[src/rtl/fts_pkg.sv]
package fts_pkg;
  typedef enum logic [2:0] {
    CK_HOLD,
    CK_DESEL,
    CK_RD_NEW,
    CK_WR_NEW,
    CK_CONT
  } cyc_kind_e;
endpackage

[src/rtl/fts_burst_seq.sv]
module fts_burst_seq (
  input  logic [1:0] start_lo,
  input  logic [1:0] step,
  input  logic       interleave,
  output logic [1:0] seq_lo
);
  // XOR order for interleaved mode, modulo-4 add for linear mode
  assign seq_lo = interleave ? (start_lo ^ step) : (start_lo + step);
endmodule

[src/rtl/fts_lane_bank.sv]
module fts_lane_bank #(
  parameter int ADDR_W = 6,
  parameter int LANE_W = 9
) (
  input  logic              clk,
  input  logic              we,
  input  logic [ADDR_W-1:0] wa,
  input  logic [LANE_W-1:0] wd,
  input  logic [ADDR_W-1:0] ra,
  output logic [LANE_W-1:0] rd
);
  localparam int DEPTH = 1 << ADDR_W;

  logic [LANE_W-1:0] mem [DEPTH];

  always_ff @(posedge clk) begin
    if (we) mem[wa] <= wd;
  end

  // unregistered read path
  assign rd = mem[ra];
endmodule

[src/rtl/fts_cycle_ctrl.sv]
module fts_cycle_ctrl
  import fts_pkg::*;
#(
  parameter int ADDR_W = 6,
  parameter int LANES  = 4
) (
  input  logic              clk,
  input  logic              rst_n,
  input  logic              sleep,
  input  logic              en_n,
  input  logic              sel_p,
  input  logic              sel_n,
  input  logic              cpu_ld_n,
  input  logic              ctl_ld_n,
  input  logic              step_n,
  input  logic              all_wr_n,
  input  logic              lane_wr_n,
  input  logic [LANES-1:0]  lane_sel_n,
  input  logic              interleave,
  input  logic [ADDR_W-1:0] addr,
  output logic [ADDR_W-1:0] wr_addr,
  output logic [LANES-1:0]  wr_lanes,
  output logic [ADDR_W-1:0] rd_addr,
  output logic              out_ok
);
  logic              chip_sel, cpu_load, ctl_load;
  logic [LANES-1:0]  lane_req;
  cyc_kind_e         kind;
  logic              active_q, wr_cyc_q;
  logic [ADDR_W-1:0] base_q, cur_q, eff_addr;
  logic [1:0]        step_q, step_nxt, seq_lo;

  assign chip_sel = !en_n && sel_p && !sel_n;
  assign cpu_load = !cpu_ld_n && !en_n;
  assign ctl_load = !ctl_ld_n;

  // global write wins, then the lane gate, then the lane selects
  always_comb begin
    if (!all_wr_n)       lane_req = '1;
    else if (!lane_wr_n) lane_req = ~lane_sel_n;
    else                 lane_req = '0;
  end

  always_comb begin
    if (sleep)                      kind = CK_HOLD;
    else if (cpu_load || ctl_load) begin
      if (!chip_sel)                kind = CK_DESEL;
      else if (cpu_load)            kind = CK_RD_NEW;
      else if (|lane_req)           kind = CK_WR_NEW;
      else                          kind = CK_RD_NEW;
    end else                        kind = CK_CONT;
  end

  assign step_nxt = step_n ? step_q : step_q + 2'd1;

  fts_burst_seq u_seq (
    .start_lo   (base_q[1:0]),
    .step       (step_nxt),
    .interleave (interleave),
    .seq_lo     (seq_lo)
  );

  always_comb begin
    if (kind == CK_RD_NEW || kind == CK_WR_NEW) eff_addr = addr;
    else                                         eff_addr = {base_q[ADDR_W-1:2], seq_lo};
  end

  assign wr_addr  = eff_addr;
  assign wr_lanes = (kind == CK_WR_NEW || (kind == CK_CONT && active_q)) ? lane_req : '0;

  always_ff @(posedge clk or negedge rst_n) begin
    if (!rst_n) begin
      active_q <= 1'b0;
      wr_cyc_q <= 1'b0;
      base_q   <= '0;
      cur_q    <= '0;
      step_q   <= '0;
    end else begin
      unique case (kind)
        CK_HOLD: ;
        CK_DESEL: begin
          active_q <= 1'b0;
          wr_cyc_q <= 1'b0;
        end
        CK_RD_NEW, CK_WR_NEW: begin
          active_q <= 1'b1;
          base_q   <= addr;
          cur_q    <= addr;
          step_q   <= '0;
          wr_cyc_q <= (kind == CK_WR_NEW);
        end
        CK_CONT: begin
          if (active_q) begin
            step_q   <= step_nxt;
            cur_q    <= eff_addr;
            wr_cyc_q <= |lane_req;
          end
        end
        default: ;
      endcase
    end
  end

  assign rd_addr = cur_q;
  assign out_ok  = active_q && !wr_cyc_q;
endmodule

[src/rtl/fts_burst_sram.sv]
module fts_burst_sram #(
  parameter int ADDR_W = 6,
  parameter int LANES  = 4,
  parameter int LANE_W = 9,
  localparam int DATA_W = LANES * LANE_W
) (
  input  logic              clk,
  input  logic              rst_n,
  input  logic              sleep,
  input  logic              en_n,
  input  logic              sel_p,
  input  logic              sel_n,
  input  logic              cpu_ld_n,
  input  logic              ctl_ld_n,
  input  logic              step_n,
  input  logic              all_wr_n,
  input  logic              lane_wr_n,
  input  logic [LANES-1:0]  lane_sel_n,
  input  logic              interleave,
  input  logic              rd_drive_n,
  input  logic [ADDR_W-1:0] addr,
  input  logic [DATA_W-1:0] din,
  output logic [DATA_W-1:0] dout,
  output logic              dout_en
);
  logic [ADDR_W-1:0] wr_addr, rd_addr;
  logic [LANES-1:0]  wr_lanes;
  logic              out_ok;

  fts_cycle_ctrl #(.ADDR_W(ADDR_W), .LANES(LANES)) u_ctrl (
    .clk        (clk),
    .rst_n      (rst_n),
    .sleep      (sleep),
    .en_n       (en_n),
    .sel_p      (sel_p),
    .sel_n      (sel_n),
    .cpu_ld_n   (cpu_ld_n),
    .ctl_ld_n   (ctl_ld_n),
    .step_n     (step_n),
    .all_wr_n   (all_wr_n),
    .lane_wr_n  (lane_wr_n),
    .lane_sel_n (lane_sel_n),
    .interleave (interleave),
    .addr       (addr),
    .wr_addr    (wr_addr),
    .wr_lanes   (wr_lanes),
    .rd_addr    (rd_addr),
    .out_ok     (out_ok)
  );

  for (genvar g = 0; g < LANES; g++) begin : g_lane
    fts_lane_bank #(.ADDR_W(ADDR_W), .LANE_W(LANE_W)) u_bank (
      .clk (clk),
      .we  (wr_lanes[g]),
      .wa  (wr_addr),
      .wd  (din[g*LANE_W +: LANE_W]),
      .ra  (rd_addr),
      .rd  (dout[g*LANE_W +: LANE_W])
    );
  end

  // asynchronous drive control
  assign dout_en = out_ok && !rd_drive_n && !sleep;
endmodule

[config.mk]
export PLATFORM = sky130hd
export DESIGN_NAME = fts_burst_sram
export DESIGN_NICKNAME = d
export VERILOG_FILES = /design/src/rtl/fts_pkg.sv /design/src/rtl/fts_burst_seq.sv /design/src/rtl/fts_lane_bank.sv /design/src/rtl/fts_cycle_ctrl.sv /design/src/rtl/fts_burst_sram.sv
export SDC_FILE = /design/constraint.sdc
export NUM_CORES = 2
export LEC_CHECK = 0
export BUFFER_PORTS_ARGS = -buffer_cell sky130_fd_sc_hd__buf_2
export CELL_PAD_IN_SITES_DETAIL_PLACEMENT = 1
export CELL_PAD_IN_SITES_GLOBAL_PLACEMENT = 1
export CORE_MARGIN = 3
export CORE_UTILIZATION = 51
export CTS_BUF_LIST = sky130_fd_sc_hd__clkbuf_4 sky130_fd_sc_hd__clkbuf_8 sky130_fd_sc_hd__clkbuf_16
export DETAILED_ROUTE_END_ITERATION = 6
export PLACE_DENSITY = 0.88
export SLEW_MARGIN = 20
export SYNTH_ARGS = -nofsm -noshare
export SYNTH_HDL_FRONTEND = slang
export SYNTH_SLANG_ARGS = --single-unit
[constraint.sdc]
create_clock -name clk -period 2.79 [get_ports clk]
set_clock_uncertainty 0.1 [all_clocks]
set_input_delay 0.558 -clock clk [delete_from_list [all_inputs] [get_ports clk]]
set_output_delay 0.558 -clock clk [all_outputs]
set_load 0.05 [all_outputs]
### Word level (Yosys, flattened, before mapping)

Memories as Yosys holds them, arrays and structs flattened.
Cells that the tools add are included.

| cells by class | value |
|---|---|
| add/sub/neg operators | 2 |
| equality and inequality tests | 5 |
| muxes and demuxes | 26 |
| bitwise logic cells | 2 |
| reduce and logical (&&, ||, !) cells | 24 |

Operators by type and width:

| kind | count |
|---|---|
| two-way mux 3 bit | 4 |
| two-way mux 4 bit | 3 |
| two-way mux 6 bit | 2 |
| case mux 6 bit (2 select lines) | 1 |
| two-way mux 1 bit | 10 |
| logical AND 1 bit | 7 |
| zero test 1 bit | 7 |
| == test 3 x 2 -> 1 bit (second input constant) | 2 |
| two-way mux 2 bit | 3 |
| inverter 4 bit | 1 |
| case mux 2 bit (2 select lines) | 1 |
| AND reduction 2 bit | 2 |
| nonzero test 2 bit | 2 |
| OR reduction 4 bit | 1 |
| == test 3 x 1 -> 1 bit (second input constant) | 1 |
| == test 3 bit (second input constant) | 1 |
| logical OR 1 bit | 3 |
| case mux 1 bit (3 select lines) | 1 |
| nonzero test 3 bit | 1 |
| adder 2 x 1 -> 2 bit (second input constant) | 1 |
| adder 2 bit | 1 |
| != test 2 x 1 -> 1 bit (second input constant) | 1 |
| case mux 1 bit (2 select lines) | 1 |
| OR reduction 2 bit | 1 |
| XOR 2 bit | 1 |

| storage, ports and cells | value |
|---|---|
| flip-flop bits (word level) | 16 |
| memory bits (writable) | 2304 |
| bits of input ports | 59 |
| output and inout bits | 37 |
| memories kept | 4 |

Memory list:

| name | words | bits a word | rd ports | clocked after Yosys merged registers in | write ports | line | RTL |
|---|---|---|---|---|---|---|---|
| g_lane[0].u_bank.mem | 64 | 9 | 1 | 0 | 1 | fts_lane_bank.sv:14 | `logic [LANE_W-1:0] mem [DEPTH];` |
| g_lane[1].u_bank.mem | 64 | 9 | 1 | 0 | 1 | fts_lane_bank.sv:14 |  |
| g_lane[2].u_bank.mem | 64 | 9 | 1 | 0 | 1 | fts_lane_bank.sv:14 |  |
| g_lane[3].u_bank.mem | 64 | 9 | 1 | 0 | 1 | fts_lane_bank.sv:14 |  |

### Longest topological paths before layout

| depth | value |
|---|---|
| word-level depth | 15 |
| gate-level depth with buffers | 10 |
| mapped depth without buffers | 7 |

### Cells and area by module

Synthesis repeated with hierarchy kept, for this count alone.

| second synthesis, totals | value |
|---|---|
| cells, all modules | 4141 |
| area total of the unflattened synthesis | 90550.6 µm² |

Modules (own cells, without submodules):

| module | instances | cells each | area an instance (µm²) | sequential area each (µm²) |
|---|---|---|---|---|
| fts_lane_bank | 4 | 1011 | 22414.0 | 17296.6 |
| fts_cycle_ctrl | 1 | 91 | 842.1 | 400.4 |
| fts_burst_seq | 1 | 5 | 40.0 | 0.0 |
| fts_burst_sram | 1 | 1 | 12.5 | 0.0 |

### Least setup slack after synthesis

Ideal clock, no wire load.

| timing path | value |
|---|---|
| kind | register to output |
| from | register u_ctrl.cur_q[0] (netlist: u_ctrl.rd_addr[0]) |
| to | output port dout[23] |
| data arrival time | 2.620 ns |
| required time | 2.132 ns |
| slack | -0.488 ns |
| stages on the path, launching flop included | 11 |
| path buffers | 5 |
| cell sequence | dfrtp_1 > buf_4 > buf_6 > buf_6 > buf_4 > buf_4 > mux2i_1 > o221ai_1 > and4_1 > o22ai_1 > a21oi_1 |

| between the ends | value |
|---|---|
| longest elaborated chain between the ends | 1 |

RTL lines:

| element | line | RTL |
|---|---|---|
| from (decl) | fts_cycle_ctrl.sv:30 | `logic [ADDR_W-1:0] base_q, cur_q, eff_addr;` |
| from (signal assigned) | fts_cycle_ctrl.sv:88 | `cur_q <= addr;` |
| from (signal assigned) | fts_cycle_ctrl.sv:95 | `cur_q <= eff_addr;` |
| memory (64 x 9 bit) | - |  |
| to (decl) | fts_burst_sram.sv:23 | `output logic [DATA_W-1:0] dout,` |

Every way passes these cells.

### Worst setup path after layout

| timing path | value |
|---|---|
| from | register u_ctrl.cur_q[0] (netlist: u_ctrl.rd_addr[0]) |
| to | output port dout[11] |

The elaborated chain is that of the path after synthesis.

==> results.json <==
{
  "status": "finished with violations",
  "violations": "negative setup slack",
  "clock-sinks": 2320,
  "detail_route.first_pass.iterations": 6,
  "row_count": 153,
  "wl_per_cell_um": 52.9,
  "grt_pass1_vias": 56600,
  "syn_area_um2": 89900,
  "synthCells": 3995,
  "worst-path-max-fanout": 8,
  "initial_utilization": 0.515,
  "layout_setup_ws_ns": -2.64,
  "cts.reportedPaths.clkPinSlew_ns": 0.08,
  "num_vias": 58800,
  "numCtsBuffers": 222,
  "synth_top_cell_area_share": 0.769,
  "cap_viol_max_count": 0,
  "p_seq_frac": 0.360,
  "synth.avg_cell_area_um2": 22.5,
  "period_share": 1.95,
  "hp-class": "in2reg",
  "die_height_um": 426,
  "cts_max_level": 4,
  "tns_ns": -886.07,
  "detail-route-antenna-nets": 0,
  "multi_input_area_um2": 22200,
  "worst_slew_pin_slew_ns": 1.36,
  "r2r_start": "u_ctrl.step_q[0]",
  "reg2regPathDepth": 14,
  "power.density_nw_per_um2": 933,
  "max-slew-margin-rel": 0.0757,
  "async_reset_ff_frac": 0.00690,
  "ys_seq_elements": 2320,
  "max_stage_delay_ns": 1.11,
  "synth-edff-count": 2304,
  "p_clk_frac": 0.309,
  "grt_pass1_wl_um": 499000,
  "vias_per_cell": 7.74,
  "dp_cells": 6970,
  "portBuffers": 95,
  "instances_no_fill": 7598,
  "synthFlopType": "edfxtp_1",
  "drt_iter0_drc": 12700,
  "place.gp.congestion": 0.858,
  "seq_area_um2": 69600,
  "pre_cts_slack_ns": -0.920,
  "reg2reg_to": "g_lane[2].u_bank.mem[44][6]",
  "mappedNetlistNets": 4055,
  "overflow": 0,
  "startpoint_type": "flip-flop",
  "cts_buffer_depth": 3,
  "areaGrowthSynthToFinish_pct": 27.6,
  "maxSlewViolCount": 0,
  "ctsRootBufferMaster": "clkbuf_16",
  "clk_latency_ns": 0.94,
  "synthTopCellsByArea": "edfxtp_1 (77%), mux4_2 (16%), mux2i_1 (1.7%)",
  "ios": 96,
  "cp_cell_sequence": "buf_12, buf_6, buf_16, buf_4, mux2i_2, o221ai_2, buf_4, a21oi_2, nor3_1, o211a_2, buf_6",
  "track_usage": 0.406,
  "worstHoldEndpoint": "g_lane[3].u_bank.mem[50][1]",
  "setup_violations": 2323,
  "holdCritStartpoint": "din[28]",
  "ys_warn_count": 0,
  "grt_setup_unrepaired": "yes",
  "finalPower_w": 0.107,
  "grt_antenna_before_repair": 32,
  "fmax_ghz": 0.184,
  "post-route-min-period_ns": 5.43,
  "yosysUniqueCellTypes": 56,
  "core_um2": 175000,
  "p_leak_nw": 37.2,
  "hold_ws_ns": 0.0573,
  "drt-total-wl_um": 402000,
  "final_nets": 5125,
  "peakVddDrop_mv": 1.02,
  "rrSetupSlack_ns": -0.64,
  "grt_max_degree": 65,
  "drc": 0,
  "drive_above_1_share": 0.475,
  "path_delay_family": "buffers and inverters",
  "hold_viol_final": 0,
  "synth_area_leader_cell": "edfxtp_1",
  "cts_tree": "yes",
  "hpwl_um": 176000,
  "path_class": "reg2out",
  "die_w_um": 426,
  "cp_data_required_time_ns": 2.13,
  "nFillCells": 13700,
  "critPathBufInv": 6,
  "die_area_um2": 181000,
  "p_int_w": 0.0699,
  "cpMaxStageDelayCell": "mux2i_2",
  "p_comb_frac": 0.330,
  "netSwitchingPower_w": 0.0371,
  "swShare": 0.347,
  "endpoint_kind": "primary output",
  "seq_area_frac_synth": 0.774,
  "cp_data_arrival_time_ns": 4.78,
  "whs_path_depth": 1
}
-- repair_timing --
item / in CTS / in global routing
setup endpoints to repair: 2340 / 2340
cloned: 33 / 19
pin swaps: 70 / 86
hold buffers: 5 / 0
buffers inserted: 76 / 70
resized for setup: 441 / 283
endpoints found under the hold margin: 29 / 0
-- placed cells by master, fill, tap and decap left out, types with 16 or more instances in the layout --
cell       Yosys  final
mux4_2       634    634
buf_2         65     62
nor2_4         0    158
buf_8          0     37
edfxtp_1    2304   2304
mux2i_4        1     20
clkbuf_16      0    239
buf_6          6    120
mux2i_1      157    111
nor2_1       305     81
buf_16         0     39
nor2_2         0     66
clkbuf_4       0     42
buf_4         27    549
o22ai_4        0     22
a21oi_2        0     16
mux2i_2        0     27
nand2_1       84     78
clkinv_1       0     61
buf_12         0    235
clkinv_2       0     38
diode_2        0     23
bufinv_16      0     18
-- Yosys cell counts (all sizes together) (2+ instances only) --
cell	number
a211oi	4
a21o	3
a21oi	35
a221oi	21
a22oi	6
a31oi	10
and2	9
and3	6
buf	117
clkbuf	104
dfrtp	16
edfxtp	2304
inv	11
mux2	7
mux2i	158
mux4	634
nand2	85
nand2b	8
nand3	7
nand3b	3
nor2	305
nor2b	8
nor3	6
nor4b	3
o2111ai	4
o211a	11
o211ai	2
o21ai	9
o221ai	21
o22ai	32
o31ai	16
o32ai	2
o41ai	6
or2	2
or3	4
or4	2
xnor2	2
-- how the worst max path moves through the flow --
stage / slack (ns) / from / depth (start not counted) / end
after global placement: -0.76 / step_n / 9 / g_lane[3].u_bank.mem[35][2]
after floorplan: -0.21 / sleep / 6 / g_lane[2].u_bank.mem[57][0]
after global routing: -2.94 / u_ctrl.rd_addr[0] / 11 / dout[11]
after detailed placement: -0.92 / u_ctrl.rd_addr[0] / 10 / dout[32]
after CTS: -1.53 / u_ctrl.rd_addr[0] / 10 / dout[13]
final: -2.64 / u_ctrl.rd_addr[0] / 11 / dout[11]
-- sequential cells by signal, summed over array words and instances, names as in the netlist --
register and flops:
g_lane.u_bank.mem 2304, u_ctrl.active_q 1, u_ctrl.base_q 6, u_ctrl.rd_addr 6
u_ctrl.step_q 2, u_ctrl.wr_cyc_q 1
-- worst register-to-register path, delay by kind of cell, from the launching register on --
| family | cells | cell delay [ns] |
|---|---|---|
| xor+xnor | 2 | 0.52 |
| simple gates | 3 | 0.50 |
| mux | 1 | 0.25 |
| buf+inv | 7 | 1.16 |
| fa+ha+maj | 1 | 0.19 |
| flops | 1 | 0.44 |
-- power by group through the flow --
stage / sequential, W / combinational, W / clock [W]
final: 0.0385 / 0.0354 / 0.0331
after detailed placement: 0.0393 / 0.0249 / 0
after global routing: 0.0385 / 0.0349 / 0.0339
after CTS: 0.0385 / 0.0301 / 0.0312
after floorplan: 0.0392 / 0.0144 / 0
after global placement: 0.0393 / 0.0238 / 0
-- cell families (layout without fill, tap and decap cells) --
group / after synthesis / count (layout) / share of synthesized area
AO/OA/AOI/OAI: 188 / 188 / 0.0150
flip-flops: 2320 / 2320 / 0.774
other: 0 / 23 / 0
buffers and inverters: 232 / 1487 / 0.0122
adder cells (fa/ha/maj): 1 / 1 / 0.000139
AND/OR/NAND/NOR: 452 / 452 / 0.0209
multiplexers: 799 / 799 / 0.177
XOR/XNOR: 3 / 3 / 0.000445
-- routing by layer --
metal  up-vias  part of all wire  track usage
met3      2595              0.15        0.114
li1      19100                 -            -
met4        16              0.12        0.299
met2      8057              0.45        0.636
met1     29100              0.28        0.483
met5         -           0.00027            0
-- final cells by class --
class	instances	area share
clock inverters	143	0.0116
repair buffers	1067	0.111
multi-input cells	1443	0.193
well taps	2325	0.0254
diodes	23	0.000502
clock buffers	266	0.0518
inverters	11	0.000414
flip-flops and latches	2320	0.607
-- stage by stage --
stage	util	instance area, um^2
floorplan	-	91100
global placement	0.582	102000
detailed placement	0.582	102000
CTS	0.644	112000
global route	0.657	115000
finish	0.657	115000
(Power assumes the default switching activity.)
